--- config.mk ---
export PLATFORM = sky130hd
export DESIGN_NAME = sfi_seq
export DESIGN_NICKNAME = d
export VERILOG_FILES = /design/src/rtl/sfi_pkg.sv /design/src/rtl/sfi_sck_edge.sv /design/src/rtl/sfi_lat_lut.sv /design/src/rtl/sfi_phase_fsm.sv /design/src/rtl/sfi_seq.sv
export SDC_FILE = /design/constraint.sdc
export NUM_CORES = 1
export LEC_CHECK = 0
export ABC_CLOCK_PERIOD_IN_PS = 2100
export CAP_MARGIN = 25
export CELL_PAD_IN_SITES_DETAIL_PLACEMENT = 0
export CELL_PAD_IN_SITES_GLOBAL_PLACEMENT = 1
export CORE_ASPECT_RATIO = 0.75
export CORE_UTILIZATION = 38
export CTS_CLUSTER_SIZE = 40
export DETAILED_ROUTE_END_ITERATION = 10
export PLACE_DENSITY_LB_ADDON = 0.1
export SYNTH_ARGS = -nofsm -noshare
export SYNTH_HDL_FRONTEND = slang
export SYNTH_SLANG_ARGS = --single-unit
--- constraint.sdc ---
create_clock -name clk_i -period 2.1 [get_ports clk_i]
set_input_delay 0.525 -clock clk_i [delete_from_list [all_inputs] [get_ports clk_i]]
set_output_delay 0.525 -clock clk_i [all_outputs]
set_load 0.02 [all_outputs]
--- src/rtl/sfi_pkg.sv ---
package sfi_pkg;
  typedef enum logic [3:0] {
    PH_STANDBY   = 4'd0,
    PH_ADDR_SGL  = 4'd1,
    PH_ADDR_QUAD = 4'd2,
    PH_ADDR_DDR  = 4'd3,
    PH_QUAD_IN   = 4'd4,
    PH_LAT       = 4'd5,
    PH_DDR_LAT   = 4'd6,
    PH_QUAD_OUT  = 4'd7,
    PH_DUAL_OUT  = 4'd8,
    PH_DDR_OUT   = 4'd9
  } phase_e;

  typedef enum logic [2:0] {
    CL_QPROG = 3'd0,
    CL_QOUT  = 3'd1,
    CL_QIO   = 3'd2,
    CL_DOUT  = 3'd3,
    CL_DDR   = 3'd4
  } cls_e;
endpackage

--- src/rtl/sfi_sck_edge.sv ---
module sfi_sck_edge (
  input  logic clk_i,
  input  logic rst_ni,
  input  logic sck_i,
  output logic rise_o,
  output logic fall_o
);
  logic sck_q;

  always_ff @(posedge clk_i or negedge rst_ni) begin
    if (!rst_ni) sck_q <= 1'b0;
    else         sck_q <= sck_i;
  end

  assign rise_o = sck_i & ~sck_q;
  assign fall_o = ~sck_i & sck_q;
endmodule

--- src/rtl/sfi_lat_lut.sv ---
module sfi_lat_lut #(
  parameter int unsigned LAT_W   = 4,
  parameter logic [4*LAT_W-1:0] LAT_MAP = 16'h6548
) (
  input  logic [1:0]       code_i,
  output logic [LAT_W-1:0] cnt_o
);
  logic [LAT_W-1:0] tab [4];

  for (genvar g = 0; g < 4; g++) begin : g_tab
    assign tab[g] = LAT_MAP[g*LAT_W +: LAT_W];
  end

  assign cnt_o = tab[code_i];
endmodule

--- src/rtl/sfi_phase_fsm.sv ---
module sfi_phase_fsm
  import sfi_pkg::*;
#(
  parameter int unsigned ADDR_BITS = 24,
  parameter int unsigned MODE_BITS = 8,
  parameter int unsigned LAT_W     = 4
) (
  input  logic             clk_i,
  input  logic             rst_ni,
  input  logic             cs_ni,
  input  logic             cmd_valid_i,
  input  logic [2:0]       cmd_cls_i,
  input  logic [LAT_W-1:0] lat_cnt_i,
  input  logic             rise_i,
  input  logic             fall_i,
  output phase_e           phase_o
);
  localparam int unsigned QIO_EDGES = (ADDR_BITS + MODE_BITS) / 4;
  localparam int unsigned DDR_EDGES = ADDR_BITS + MODE_BITS;
  localparam int unsigned CNT_W     = $clog2(DDR_EDGES + (1 << LAT_W) + 1);

  phase_e           phase_q;
  cls_e             cls_q;
  logic [CNT_W-1:0] cnt_q;

  function automatic phase_e out_phase(cls_e c);
    case (c)
      CL_DOUT: return PH_DUAL_OUT;
      CL_DDR:  return PH_DDR_OUT;
      default: return PH_QUAD_OUT;
    endcase
  endfunction

  always_ff @(posedge clk_i or negedge rst_ni) begin
    if (!rst_ni) begin
      phase_q <= PH_STANDBY;
      cls_q   <= CL_QPROG;
      cnt_q   <= '0;
    end else if (cs_ni) begin
      phase_q <= PH_STANDBY;
      cnt_q   <= '0;
    end else begin
      case (phase_q)
        PH_STANDBY: if (cmd_valid_i) begin
          cls_q <= cls_e'(cmd_cls_i);
          case (cls_e'(cmd_cls_i))
            CL_QIO: begin phase_q <= PH_ADDR_QUAD; cnt_q <= CNT_W'(QIO_EDGES); end
            CL_DDR: begin phase_q <= PH_ADDR_DDR;  cnt_q <= CNT_W'(DDR_EDGES); end
            default: begin phase_q <= PH_ADDR_SGL; cnt_q <= CNT_W'(ADDR_BITS); end
          endcase
        end
        PH_ADDR_SGL, PH_ADDR_QUAD: if (rise_i) begin
          if (cnt_q == CNT_W'(1)) begin
            if (cls_q == CL_QPROG)           phase_q <= PH_QUAD_IN;
            else if (lat_cnt_i == '0)        phase_q <= out_phase(cls_q);
            else begin phase_q <= PH_LAT; cnt_q <= CNT_W'(lat_cnt_i); end
          end else cnt_q <= cnt_q - 1'b1;
        end
        PH_ADDR_DDR: if (rise_i || fall_i) begin
          if (cnt_q == CNT_W'(1)) begin
            if (lat_cnt_i == '0) phase_q <= PH_DDR_OUT;
            else begin phase_q <= PH_DDR_LAT; cnt_q <= CNT_W'(lat_cnt_i); end
          end else cnt_q <= cnt_q - 1'b1;
        end
        PH_LAT, PH_DDR_LAT: if (rise_i) begin
          if (cnt_q == CNT_W'(1)) phase_q <= out_phase(cls_q);
          else                    cnt_q   <= cnt_q - 1'b1;
        end
        default: ;
      endcase
    end
  end

  assign phase_o = phase_q;

  // output phases persist until chip select rises
  assert_out_hold_R6: assert property (@(posedge clk_i) disable iff (!rst_ni)
    (!cs_ni && phase_q == PH_DUAL_OUT) |=> phase_q == PH_DUAL_OUT);

  // a busy phase never drops to standby while selected
  assert_cmd_standby_R10: assert property (@(posedge clk_i) disable iff (!rst_ni)
    (!cs_ni && phase_q != PH_STANDBY) |=> phase_q != PH_STANDBY);
endmodule

--- src/rtl/sfi_seq.sv ---
module sfi_seq
  import sfi_pkg::*;
#(
  parameter int unsigned ADDR_BITS = 24,
  parameter int unsigned MODE_BITS = 8,
  parameter int unsigned LAT_W     = 4,
  parameter logic [4*LAT_W-1:0] LAT_MAP = 16'h6548
) (
  input  logic       clk_i,
  input  logic       rst_ni,
  input  logic       sck_i,
  input  logic       cs_ni,
  input  logic [3:0] io_i,
  input  logic       cmd_valid_i,
  input  logic [2:0] cmd_cls_i,
  input  logic [1:0] lat_code_i,
  output logic [3:0] phase_o,
  output logic [3:0] oe_o,
  output logic       shift_in_o,
  output logic [3:0] rx_bits_o,
  output logic       shift_out_o
);
  logic             rise, fall;
  logic [LAT_W-1:0] lat_cnt;
  phase_e           phase;
  logic [3:0]       in_mask;

  sfi_sck_edge u_edge (
    .clk_i (clk_i), .rst_ni(rst_ni), .sck_i(sck_i),
    .rise_o(rise), .fall_o(fall)
  );

  sfi_lat_lut #(.LAT_W(LAT_W), .LAT_MAP(LAT_MAP)) u_lut (
    .code_i(lat_code_i), .cnt_o(lat_cnt)
  );

  sfi_phase_fsm #(.ADDR_BITS(ADDR_BITS), .MODE_BITS(MODE_BITS), .LAT_W(LAT_W)) u_fsm (
    .clk_i(clk_i), .rst_ni(rst_ni), .cs_ni(cs_ni),
    .cmd_valid_i(cmd_valid_i), .cmd_cls_i(cmd_cls_i), .lat_cnt_i(lat_cnt),
    .rise_i(rise), .fall_i(fall), .phase_o(phase)
  );

  always_comb begin
    oe_o    = 4'h0;
    in_mask = 4'h0;
    case (phase)
      PH_ADDR_SGL, PH_ADDR_DDR: in_mask = 4'b0001;
      PH_ADDR_QUAD, PH_QUAD_IN: in_mask = 4'b1111;
      PH_QUAD_OUT:              oe_o    = 4'b1111;
      PH_DUAL_OUT:              oe_o    = 4'b0011;
      PH_DDR_OUT:               oe_o    = 4'b0010;
      default: ;
    endcase
  end

  assign shift_in_o  = (in_mask != 4'h0) & (rise | (phase == PH_ADDR_DDR & fall));
  assign rx_bits_o   = shift_in_o ? (io_i & in_mask) : 4'h0;
  // data launched on falling SCK, both edges in double-rate output
  assign shift_out_o = (oe_o != 4'h0) & (fall | (phase == PH_DDR_OUT & rise));
  assign phase_o     = phase;

  assert_cs_idle_R1: assert property (@(posedge clk_i) disable iff (!rst_ni)
    cs_ni |=> (phase_o == 4'd0 && oe_o == 4'h0));

  assert_lat_quiet_R5: assert property (@(posedge clk_i) disable iff (!rst_ni)
    (phase == PH_LAT || phase == PH_DDR_LAT) |-> (oe_o == 4'h0 && !shift_in_o));

  assert_no_contention_R8: assert property (@(posedge clk_i) disable iff (!rst_ni)
    shift_in_o |-> oe_o == 4'h0);

  assert_ddr_fall_R7: assert property (@(posedge clk_i) disable iff (!rst_ni)
    (phase == PH_ADDR_DDR && fall) |-> shift_in_o);
endmodule

==> metrics.txt <==
# TYPE chip_impl_metric gauge
chip_impl_metric{name="area.growth.synth_to_final",unit="%"} 54.9
chip_impl_metric{name="timing.reg2reg.setup_slack",unit="ps"} 60
chip_impl_metric{name="final_net_count",unit=""} 215
chip_impl_metric{name="routed_wirelength",unit="µm"} 3810
chip_impl_metric{name="timing_max_transition_violations_final",unit=""} 0
chip_impl_metric{name="critPathMaxFanout",unit=""} 3
chip_impl_info{name="min_path_type",value="in2reg"} 1
chip_impl_metric{name="maximum_root_to_sink_buffer_count",unit=""} 2
chip_impl_metric{name="place.gp.congestion",unit=""} 0.898
chip_impl_metric{name="ir_worst_vdd",unit="V"} 0.000745
chip_impl_metric{name="detail_route.vias_per_cell",unit=""} 5.59
chip_impl_metric{name="final_layout_size_suffix_gt1_frac",unit=""} 0.444
chip_impl_metric{name="syn_area_per_cell",unit="µm²"} 9.07
chip_impl_metric{name="final_core_util",unit=""} 0.642
chip_impl_metric{name="clock-sinks",unit=""} 14
chip_impl_metric{name="route.detailed.drc",unit=""} 0
chip_impl_metric{name="die_area",unit="mm²"} 0.00358
chip_impl_metric{name="grt_pass1_vias",unit=""} 1212
chip_impl_metric{name="antennaDiodeCount",unit=""} 0
chip_impl_metric{name="synth_warnings",unit=""} 0
chip_impl_metric{name="fmax",unit="MHz"} 465
chip_impl_metric{name="synth_edf_count",unit=""} 0
chip_impl_metric{name="grt_max_degree",unit=""} 15
chip_impl_metric{name="synthesis.instances",unit=""} 140
chip_impl_info{name="commonest_non_fill_non_tap_cells_in_the_layout",value="buf_4 (31), clkdlybuf4s50_1 (14), dfrtp_1 (12)"} 1
chip_impl_metric{name="grt_overflow_total",unit=""} 0
chip_impl_metric{name="gr-usage-all-layers",unit=""} 0.232
chip_impl_info{name="status",value="finished, violations left"} 1
chip_impl_info{name="cts_tree",value="done"} 1
chip_impl_metric{name="data_arrival_time_of_the_critical_path",unit="ps"} 1620
chip_impl_metric{name="htree_num_levels",unit=""} 1
chip_impl_metric{name="setup_slack",unit="ps"} -48.3
chip_impl_metric{name="hold_vio_cnt_final",unit=""} 0
chip_impl_metric{name="port_buffers",unit=""} 27
chip_impl_metric{name="vias",unit=""} 1309
chip_impl_info{name="final_common_cell",value="buf_4"} 1
chip_impl_info{name="violations",value="negative setup slack"} 1
chip_impl_info{name="synth_flop_type",value="dfrtp_1"} 1
chip_impl_metric{name="dr.first_iter.drc_count",unit=""} 48
chip_impl_metric{name="fp-row-count",unit=""} 17
chip_impl_metric{name="total_leakage_power",unit="nW"} 0.824
chip_impl_metric{name="clock-skew-final",unit="ps"} 4.45
chip_impl_metric{name="number_of_max_capacitance_violations_reported",unit=""} 0
chip_impl_metric{name="die_h",unit="µm"} 52.1
chip_impl_metric{name="placement.setup.worst_slack",unit="ps"} -936
chip_impl_metric{name="ys_types",unit=""} 56
chip_impl_metric{name="min_cycle_time_layout",unit="ps"} 2150
chip_impl_metric{name="cellPowerDensity",unit="mW/mm²"} 1320
chip_impl_metric{name="core_area",unit="mm²"} 0.00306
chip_impl_metric{name="tns",unit="ps"} -48.3
chip_impl_metric{name="post-layout-total-power",unit="W"} 0.00260
chip_impl_metric{name="worst_pin_slew",unit="ps"} 399
chip_impl_metric{name="maxSlewHeadroom",unit=""} 0.732
chip_impl_metric{name="worst_ep_required_time",unit="ps"} 1570
chip_impl_metric{name="clkLatencyLatePin",unit="ps"} 250
chip_impl_metric{name="timing.final.setup_violations",unit=""} 1
chip_impl_metric{name="synth-seq-cells",unit=""} 14
chip_impl_info{name="setup.worst_path.class",value="in2out"} 1
chip_impl_metric{name="synth_area",unit="mm²"} 0.00127
chip_impl_metric{name="top_level_ports",unit=""} 28
chip_impl_info{name="start_kind",value="input port"} 1
chip_impl_metric{name="synth_fp_nets",unit=""} 158
chip_impl_info{name="root_buffer",value="clkbuf_8"} 1
chip_impl_metric{name="initial_utilization",unit=""} 0.415
chip_impl_metric{name="numCtsBuffers",unit=""} 3
chip_impl_metric{name="die_w",unit="µm"} 68.8
chip_impl_metric{name="grt_first_pass_wirelength",unit="µm"} 5850
chip_impl_metric{name="dp_hpwl",unit="µm"} 2830
chip_impl_metric{name="synth_seq_area_share",unit=""} 0.276
chip_impl_metric{name="antenna_found_initial",unit=""} 0
chip_impl_info{name="setup.worst_path.end_class",value="output pin"} 1
chip_impl_metric{name="clkTransAtPathRegs",unit="ps"} 60
chip_impl_metric{name="synth_async_sr_flop_share",unit=""} 1.00
chip_impl_metric{name="detail_route.wl_per_cell",unit="µm"} 16.3
chip_impl_info{name="setup_repair_after_global_routing_missed_its_margin",value="true"} 1
chip_impl_metric{name="final_clock_period_utilization_by_the_worst_path",unit=""} 1.02
chip_impl_metric{name="final_antenna_net_count",unit=""} 0
chip_impl_metric{name="drt_pass1_iterations",unit=""} 4
stage by stage:
| step | instances | instance area, µm² | hold WS (ps) |
|---|---|---|---|
| 5_1_grt | 234 | 1970 | 408 |
| 6_report | 234 | 1970 | 418 |
| 4_1_cts | 231 | 1910 | 406 |
| 3_5_place_dp | 226 | 1770 | 576 |
| 3_3_place_gp | 226 | 1770 | 572 |
| 2_1_floorplan | 140 | 1280 | 229 |
report_power, final:
part	switching [W]	internal, W	total [W]
sequential	0.000134	0.000369	0.000504
clock	0.000113	0.000167	0.000279
combinational	0.000937	0.000875	0.00181
total	0.00118	0.00141	0.00260
cell families after synthesis:
group,count (synthesis),share of synthesized area
adders and majority gates,4,0.0394
and+or+nand+nor,64,0.315
DFF,14,0.276
AOI/OAI and AO/OA,36,0.246
muxes,4,0.0345
xor gates and xnor gates,5,0.0404
buffers and inverters,13,0.0483
sequential cells by signal (all words and copies together) (netlist names):
signal and count:
u_fsm.cls_q 3, u_fsm.phase_o 4, u_edge.sck_q 1, u_fsm.cnt_q 6
what timing repair did:
action,in CTS,in global routing
resized for setup,61,22
setup endpoints to repair,20,13
pin swaps,11,7
endpoints found under the hold margin,0,0
buffers inserted,1,3
hold buffers,0,0
cell type report:
cell class	instances	area [µm²]
Fill cell	260	1100
Multi-Input combinational cell	113	1010
Timing Repair Buffer	58	474
Sequential cell	14	353
Clock buffer	4	55.1
Tap cell	38	47.5
Inverter	7	26.3
metal layers:
| metal | vias to the layer above | global-route usage | part of all wire | wire, µm |
|---|---|---|---|---|
| li1 | 642 | - | - | - |
| met1 | 631 | 0.321 | 0.50 | 1910 |
| met2 | 34 | 0.364 | 0.45 | 1690 |
| met3 | 2 | 0.0526 | 0.049 | 185 |
| met4 | 0 | 0.0510 | 0.0037 | 14 |
| met5 | - | 0 | 0 | 0 |
cell usage after synthesis (3+ instances only):
| cell | n | area, µm² |
|---|---|---|
| o21ai_0 | 4 | 20.0 |
| dfrtp_1 | 14 | 350 |
| a211oi_1 | 3 | 22.5 |
| a21oi_1 | 7 | 35.0 |
| inv_1 | 6 | 22.5 |
| mux2_2 | 3 | 33.8 |
| nor3_1 | 9 | 45.0 |
| buf_4 | 3 | 22.5 |
| a221oi_1 | 3 | 26.3 |
| nand3_1 | 6 | 30.0 |
| nand2_1 | 10 | 37.5 |
| and2_1 | 5 | 31.3 |
| nor2_1 | 8 | 30.0 |
| ha_1 | 4 | 50.1 |
| xnor2_1 | 4 | 35.0 |
critical path, cell delays in order:
cell and delay [ps]:
buf_4 110, inv_1 50, ha_2 180, a21o_1 170
a221oi_2 260, a211oi_2 70, and2_4 140, buf_6 120
path summary, 6_finish.rpt:
kind,from,endpoint,depth (start not counted)
setup / recovery,sck_i,rx_bits_o[0],8
min in group asynchronous,rst_ni,u_fsm.cls_q[2],2
hold / removal,sck_i,u_edge.sck_q,1
max in group asynchronous,rst_ni,u_fsm.phase_o[1],2
setup reg to reg,u_fsm.phase_o[1],u_fsm.cnt_q[1],7
hold reg to reg,u_fsm.cls_q[2],u_fsm.cls_q[2],1
Note: power is estimated with default switching activity, not from simulation.
